$ cat src/rtl/fcs_pkg.sv
package fcs_pkg;
    localparam int OCTET_BITS = 8;
    localparam int CRC_W      = 32;
    localparam logic [CRC_W-1:0] CRC_POLY_REFL = 32'hEDB88320;
    localparam logic [CRC_W-1:0] CRC_PRESET    = '1;
    localparam logic [CRC_W-1:0] CRC_RESIDUE   = 32'hDEBB20E3;
    localparam int MIN_OCTETS = 4;

    // Advance the reflected CRC register by one whole octet (LSB first).
    function automatic logic [CRC_W-1:0] crc_step_octet(
        input logic [CRC_W-1:0]      crc_in,
        input logic [OCTET_BITS-1:0] octet
    );
        logic [CRC_W-1:0] c;
        c = crc_in;
        for (int i = 0; i < OCTET_BITS; i++) begin
            if (c[0] ^ octet[i]) c = (c >> 1) ^ CRC_POLY_REFL;
            else                 c = c >> 1;
        end
        return c;
    endfunction
endpackage

$ cat src/rtl/fcs_octet_packer.sv
module fcs_octet_packer
    import fcs_pkg::*;
(
    input  logic                          clk,
    input  logic                          rst_n,
    input  logic                          rx_valid,
    input  logic                          rx_bit,
    output logic                          oct_stb,
    output logic [OCTET_BITS-1:0]         oct_data,
    output logic [$clog2(OCTET_BITS)-1:0] tail_bits
);
    localparam int CNT_W = $clog2(OCTET_BITS);
    localparam logic [CNT_W-1:0] LAST_POS = CNT_W'(OCTET_BITS - 1);

    typedef struct packed {
        logic [OCTET_BITS-1:0] shreg;
        logic [CNT_W-1:0]      cnt;
    } pack_t;

    pack_t st_d, st_q;
    logic [OCTET_BITS-1:0] assembled;

    always_comb begin
        st_d      = st_q;
        oct_stb   = 1'b0;
        assembled = {rx_bit, st_q.shreg[OCTET_BITS-1:1]};
        if (rx_valid) begin
            st_d.shreg = assembled;
            if (st_q.cnt == LAST_POS) begin
                oct_stb  = 1'b1;
                st_d.cnt = '0;
            end else begin
                st_d.cnt = st_q.cnt + 1'b1;
            end
        end else begin
            // partial octet is thrown away when the frame ends
            st_d.cnt = '0;
        end
    end

    assign oct_data  = assembled;
    assign tail_bits = st_q.cnt;

    always_ff @(posedge clk or negedge rst_n) begin
        if (!rst_n) st_q <= '0;
        else        st_q <= st_d;
    end

    // an idle cycle leaves no partial octet behind
    assert_tail_cleared_R2: assert property (@(posedge clk) disable iff (!rst_n)
        !$past(rx_valid) |-> (tail_bits == '0));
    // an octet completes only on a clock in which a bit is taken
    assert_stb_with_bit_R1: assert property (@(posedge clk) disable iff (!rst_n)
        oct_stb |-> (rx_valid && $past(rx_valid)));
endmodule

$ cat config.mk
export PLATFORM = sky130hd
export DESIGN_NAME = fcs_octet_packer
export DESIGN_NICKNAME = d
export VERILOG_FILES = /design/src/rtl/fcs_pkg.sv /design/src/rtl/fcs_octet_packer.sv
export SDC_FILE = /design/constraint.sdc
export NUM_CORES = 1
export LEC_CHECK = 0
export ABC_AREA = 1
export BUFFER_PORTS_ARGS = -buffer_cell sky130_fd_sc_hd__buf_2
export CORE_AREA = 2 2 39 41
export DETAILED_ROUTE_END_ITERATION = 8
export DIE_AREA = 0 0 41 43
export HOLD_SLACK_MARGIN = 0.02
export PLACE_DENSITY = 0.67
export SYNTH_ARGS = -nofsm -noshare
export SYNTH_HDL_FRONTEND = slang
export SYNTH_SLANG_ARGS = --single-unit
$ cat constraint.sdc
create_clock -name clk -period 1.28 [get_ports clk]
set_clock_uncertainty 0.1 [all_clocks]
set_input_delay 0.256 -clock clk [delete_from_list [all_inputs] [get_ports clk]]
set_output_delay 0.256 -clock clk [all_outputs]
set_load 0.05 [all_outputs]
# Word-level counts from Yosys, hierarchy flattened
# Index checks and enable logic that the tools add are counted.
# op_classes
addsub	1
n_mul	0
n_div	0
magnitude_cmp	0
eq_ne	1
n_shift	0
mux	4
bitwise_logic	0
n_reduce_logical	0
# ops
op	count
$mux W3	2
$add A3 B1 Y3 const B	1
$eq A3 B3 Y1 const B	1
$mux W1	2
# totals
register_bits	11
latch_bits	0
mem_bits_rw	0
romBits	0
output_inout_bits	12
mem_count	0

# Longest topological paths before layout
# Gate-level depths: netlist (run 1).
# logic_depth
word_depth	3
ltp_mapped	4
mapped_depth_nobuf	4

# Worst setup path before layout (run 1)
# No wires, ideal clock.
# synth_timing
kind	flip-flop to output port
from	register st_q (netlist bit tail_bits[0])
to	output oct_stb
arrival_ps	1352
t_required_ps	924
setup_slack_ps	-428
stages_incl_launch_ff	5
path_buffers	0
path_cell_list	dfrtp_1 -> ha_1 -> ha_1 -> nand2_1 -> inv_1
# synth_via
elab_chain_len	3
# synth_lines
element	line	source
start, declared	fcs_octet_packer.sv:20	pack_t st_d, st_q;
start signal, assigned	fcs_octet_packer.sv:46	else st_q <= st_d;
$eq A3 B3 Y1	fcs_octet_packer.sv:29	if (st_q.cnt == LAST_POS) begin
$mux W1	fcs_octet_packer.sv:29	
$mux W1	fcs_octet_packer.sv:27	if (rx_valid) begin
end, declared	fcs_octet_packer.sv:8	output logic oct_stb,
# No other way between the ends.

# Final worst setup path (run 1)
# Same ends and word-level chain as after synthesis.

==> results of run 1 <==
==> synthesized netlist by cell type, drive strengths merged <==
| cell type | count |
|---|---|
| buf | 2 |
| nor2 | 1 |
| inv | 5 |
| nand2 | 25 |
| dfrtp | 10 |
| ha | 2 |
==> final timing paths <==
check / from / endpoint / slack [ns] / cells past startpoint
min in group asynchronous: rst_n / tail_bits[2]$_DFF_PN0_ / 0.28 / 2
setup / recovery: tail_bits[0]$_DFF_PN0_ / oct_stb / -0.37 / 5
hold reg to reg: oct_data[0]$_DFFE_PN0P_ / oct_data[0]$_DFFE_PN0P_ / 0.38 / 2
hold / removal: rx_bit / oct_data[6]$_DFFE_PN0P_ / 0.10 / 3
setup reg to reg: tail_bits[0]$_DFF_PN0_ / tail_bits[2]$_DFF_PN0_ / 0.18 / 4
max in group asynchronous: rst_n / tail_bits[1]$_DFF_PN0_ / 0.59 / 2
==> cell usage in the layout, fill, tap and decap left out <==
master	count
nand2_1	24
buf_2	8
clkbuf_4	7
dfrtp_1	7
inv_1	4
buf_4	3
dfrtp_2	3
ha_4	2
nor2_1	1
nand2_4	1
clkinvlp_4	1
clkbuf_1	1
dlygate4sd3_1	1
buf_8	1
buf_6	1
==> kinds of logic after synthesis <==
group | share of synthesized area
AND/OR/NAND/NOR | 0.238
flip-flops | 0.610
buffers and inverters | 0.0915
adder cells (fa/ha/maj) | 0.0610
==> metal layers <==
metal  part of all wire  global-route usage
met5                  0                   0
met4              0.021               0.100
met2               0.46               0.150
met3              0.062              0.0157
met1               0.46               0.134
==> registers in the layout, summed over array words and instances (netlist names) <==
register and cells:
tail_bits 3, oct_data 7
==> final cells by class <==
type	count	share of cell area
flip-flops and latches	10	0.419
clock buffers	4	0.0433
repair buffers	18	0.212
multi-input cells	28	0.256
inverters	5	0.0371
well taps	16	0.0330
==> critical path: stages (launching register included) <==
cell and delay, ns:
dfrtp_2 0.42, ha_4 0.17, ha_4 0.16, nand2_4 0.06, clkinvlp_4 0.08, buf_8 0.15
==> through the flow <==
step / hold WS [ns] / TNS, ns / std cells / total power (µW)
floorplan: -0.140 / -0.243 / 45 / 572
global placement: 0.0254 / -0.132 / 75 / 629
detailed placement: 0.0334 / -0.140 / 75 / 633
CTS: 0.0958 / -0.445 / 81 / 879
global route: 0.0966 / -0.526 / 81 / 918
finish: 0.104 / -0.424 / 81 / 869
==> repair_timing <==
action,4_1_cts,5_1_grt
hold endpoints to repair,10,0
buffers inserted,1,0
gates resized for setup,7,4
hold buffers,1,0
setup endpoints to repair,4,7
pin swaps,2,0
==> power groups by stage <==
stage               Clock (µW)  Combinational, µW  Sequential [µW]
floorplan                    0               55.6              516
CTS                        240                257              382
detailed placement           0                245              389
global placement             0                242              387
global route               250                281              387
finish                     226                261              382
==> run_results.csv, run 1 <==
group,metric,value,unit
synthesis,mappedNetlistArea,410,µm²
worst_setup_path,critPathLaunchType,"register",
floorplan,die-area,1760,µm²
floorplan,fp.dieW,41,µm
routing,antenna_left,0,
final_layout,final_area,607,µm²
final_layout,post-route-util,0.439,
clock_network,cts_sinks,10,
power,powerDensity,1430,nW/µm²
synthesis,syn_avg_cell_area,9.12,µm²
routing,routedWlPerCell,9.83,µm
power,power.switching,325,µW
floorplan,io_pins,16,
status,status,"complete, but fails checks",
final_layout,fillers,136,
synthesis,syn_inst,45,
floorplan,start_util,0.297,
timing,finalHoldViolCount,0,
final_layout,drive_gt1_frac,0.415,
routing,finalWirelength,796,µm
routing,first_pass_iters,3,
routing,drt_iter0_drc,2,
global_routing,grt_pass1_wl,1.26,mm
power,swShare,0.373,
worst_hold_path,hp-class,"in2reg",
synthesis,synth_top_area_frac,0.610,
placement,numPortBuffers,15,
timing,min_period,1.65,ns
job,max_cap_viol_count,0,
status,violations,"setup timing",
final_layout,regArea,254,µm²
timing,rsz0062_at_grt,"yes",
placement,routabilityCongestion,0.670,
synthesis,yosys.area.top_type,"dfrtp_1",
routing,drc,0,
timing,fmax,605,MHz
floorplan,placementRows,14,
placement,placed_area,529,µm²
synthesis,synthTopCellsByArea,"dfrtp_1 61%, nand2_1 23%, ha_1 6.1%",
power,p_leak,0.000347,µW
global_routing,grt-ovfl-total,0,
synthesis,synth_cell_types,7,
global_routing,grt_max_degree,12,
power,clock_power_share,0.260,
final_layout,syn_to_final_growth,47.9,%
power,power.share.combinational,0.301,
final_layout,multiInputGateArea,155,µm²
power,power_frac_seq,0.439,
placement,hpwlAfterDp,564,µm
power,p_int,545,µW
clock_network,cts_tree,"built",
synthesis,synth-seq-cells,10,
timing,slew_violations,0,
routing,vias,331,
worst_setup_path,crit_required,0.92,ns
timing,relSlewSlack,0.840,
power,peakVddDrop,0.689,mV
global_routing,grt_pass1_vias,318,
placement,pre_cts_ws,-0.140,ns
timing,setup_slack,-0.372,ns
routing,vias_per_cell,4.09,
floorplan,dieHeight,43,µm
clock_network,clk_latency,0.26,ns
worst_setup_path,endpoint_kind,"output pin",
clock_network,clk_path_buf_depth,2,
final_layout,finalNetCount,72,
clock_network,cts-root-buf,"clkbuf_4",
timing,final-setup-viol-count,2,
worst_setup_path,path_max_fanout,2,
timing,fin_crit_sh,1.29,
worst_setup_path,cp.arrival,1.30,ns
clock_network,htreeDepth,1,
timing,worst_pin_slew,0.239,ns
global_routing,antenna_found_initial,0,
synthesis,synth_nets,51,
clock_network,clk_pin_slew_worst_paths,0.07,ns
final_layout,num_antenna_cells,0,
clock_network,cts_buffers,3,
floorplan,core_area,1380,µm²
worst_setup_path,criticalPathCategory,"reg2out",
global_routing,track_usage,0.108,
synthesis,yosysSeqAreaShare,0.610,
synthesis,synth-warning-count,0,
(Power assumes the default switching activity.)
==> run 2, diff against run 1 <==
CELL_PAD_IN_SITES_DETAIL_PLACEMENT = 1   (was not set)
CELL_PAD_IN_SITES_GLOBAL_PLACEMENT = 2   (was not set)
CORE_AREA = not set   (was 2 2 39 41)
CORE_UTILIZATION = 24   (was not set)
DIE_AREA = not set   (was 0 0 41 43)
PLACE_DENSITY = 0.8   (was 0.67)
==> run_results.csv, run 2 (same netlist as run 1, synthesis figures left out) <==
group,metric,value,unit
final_layout,post-route-util,0.417,
global_routing,grt_max_degree,12,
power,p_leak,0.000368,µW
global_routing,track_usage,0.123,
worst_setup_path,slowest_stage,"dfrtp_2",
worst_setup_path,criticalPathCategory,"reg2out",
routing,vias,352,
worst_setup_path,path_cells,"ha_4 -> ha_4 -> nand2_4 -> clkinvlp_4 -> buf_8",
worst_setup_path,critPathLaunch,"tail_bits[0]$_DFF_PN0_",
timing,fin_tns_setup,-0.617,ns
worst_setup_path,r2r_start,"tail_bits[0]$_DFF_PN0_",
final_layout,num_antenna_cells,0,
clock_network,cts_buffers,3,
timing,final-setup-viol-count,2,
worst_setup_path,critPathLaunchType,"register",
routing,vias_per_cell,4.24,
floorplan,core_area,1560,µm²
final_layout,drive_gt1_frac,0.448,
global_routing,grt_pass1_wl,1.62,mm
timing,worst_pin_slew,0.250,ns
placement,routabilityCongestion,0.709,
floorplan,fp.dieW,43.4,µm
timing,setup_slack,-0.373,ns
timing,slew_violations,0,
final_layout,final_common_cell,"nand2_1",
global_routing,grt_pass1_vias,385,
timing,rsz0062_at_grt,"yes",
status,violations,"DRC, setup timing",
clock_network,clk_latency,0.27,ns
power,powerDensity,1470,nW/µm²
clock_network,cts-root-buf,"clkbuf_4",
final_layout,layout_common_cells,"24 x nand2_1, 7 x dfrtp_1, 7 x buf_4",
worst_setup_path,crit_required,0.92,ns
worst_setup_path,endpoint_kind,"output pin",
floorplan,die-area,1880,µm²
clock_network,clk_pin_slew_worst_paths,0.06,ns
floorplan,io_pins,16,
routing,antenna_left,0,
job,max_cap_viol_count,0,
worst_setup_path,cpMostUsedCell,"ha_4",
floorplan,dieHeight,43.4,µm
clock_network,cts_tree,"built",
final_layout,fillers,185,
clock_network,clk_path_buf_depth,2,
timing,fmax,605,MHz
routing,finalWirelength,943,µm
worst_setup_path,cp.arrival,1.30,ns
placement,numPortBuffers,15,
floorplan,start_util,0.263,
power,finalPower,954,µW
global_routing,antenna_found_initial,0,
timing,fin_crit_sh,1.29,
timing,holdWs,0.112,ns
power,peakVddDrop,0.695,mV
worst_setup_path,cpPeakStageDelay,0.43,ns
routing,routedWlPerCell,11.4,µm
status,status,"complete, but fails checks",
worst_setup_path,path_max_fanout,2,
global_routing,grt-ovfl-total,0,
routing,first_pass_iters,6,
final_layout,syn_to_final_growth,58.5,%
routing,drc,5,
timing,finalHoldViolCount,0,
final_layout,final_area,651,µm²
worst_hold_path,min-delay-start,"rx_bit",
floorplan,placementRows,14,
timing,min_period,1.65,ns
placement,placed_area,537,µm²
placement,hpwlAfterDp,681,µm
worst_hold_path,hp-class,"in2reg",
final_layout,finalNetCount,74,
clock_network,htreeDepth,1,
timing,relSlewSlack,0.834,
clock_network,cts_sinks,10,
final_layout,largest_register_ffs,7,
routing,drt_iter0_drc,8,
[run 2: cell types whose count changed in the layout (fill, tap and decap cells not counted), sizes merged]
cell	before	now
buf	13	16
clkbuf	8	7
[run 2: through the flow]
stage          instances  worst slack [ns]
2_1_floorplan         45            -0.243
3_3_place_gp          76            -0.123
3_5_place_dp          76            -0.148
4_1_cts               82            -0.387
5_1_grt               83            -0.418
6_report              83            -0.373
[run 2: report_power, final]
group / total (µW) / internal [µW] / switching [µW]
sequential: 383 / 354 / 29.0
combinational: 286 / 89.1 / 197
clock: 285 / 173 / 113
[run 2: worst paths after layout]
path | endpoint | slack (ns) | depth (start not counted)
hold reg to reg | oct_data[0]$_DFFE_PN0P_ | 0.38 | 2
max in group asynchronous | tail_bits[0]$_DFF_PN0_ | 0.58 | 2
setup / recovery | oct_stb | -0.37 | 5
setup reg to reg | tail_bits[0]$_DFF_PN0_ | 0.15 | 6
min in group asynchronous | oct_data[0]$_DFFE_PN0P_ | 0.28 | 2
hold / removal | oct_data[6]$_DFFE_PN0P_ | 0.11 | 3
[run 2: repair_timing]
action | CTS | global route
pin swaps | 2 | 0
setup endpoints to repair | 3 | 10
hold endpoints to repair | 10 | 0
gates resized for setup | 8 | 14
setup buffers | 1 | 1
hold buffers | 1 | 0
[run 2: layout make-up]
class                           count  area [µm²]  share of cell area
Timing Repair Buffer               20         163               0.250
Sequential cell                    10         254               0.390
Tap cell                           16        20.0              0.0308
Multi-Input combinational cell     28         155               0.238
Inverter                            5        22.5              0.0346
Clock buffer                        4        36.3              0.0558
[run 2: worst max-delay path: cells and delay by family (launching register included)]
| kind | cells | cell delay, ns |
|---|---|---|
| adder cells (fa/ha/maj) | 2 | 0.33 |
| buffers and inverters | 2 | 0.23 |
| flip-flops | 1 | 0.43 |
| AND/OR/NAND/NOR | 1 | 0.06 |
[run 2: per-layer routing]
metal  GRT usage  part of all wire
met4      0.0563                 0
met2       0.215              0.54
met5           0                 0
met1       0.129              0.41
met3      0.0500             0.045
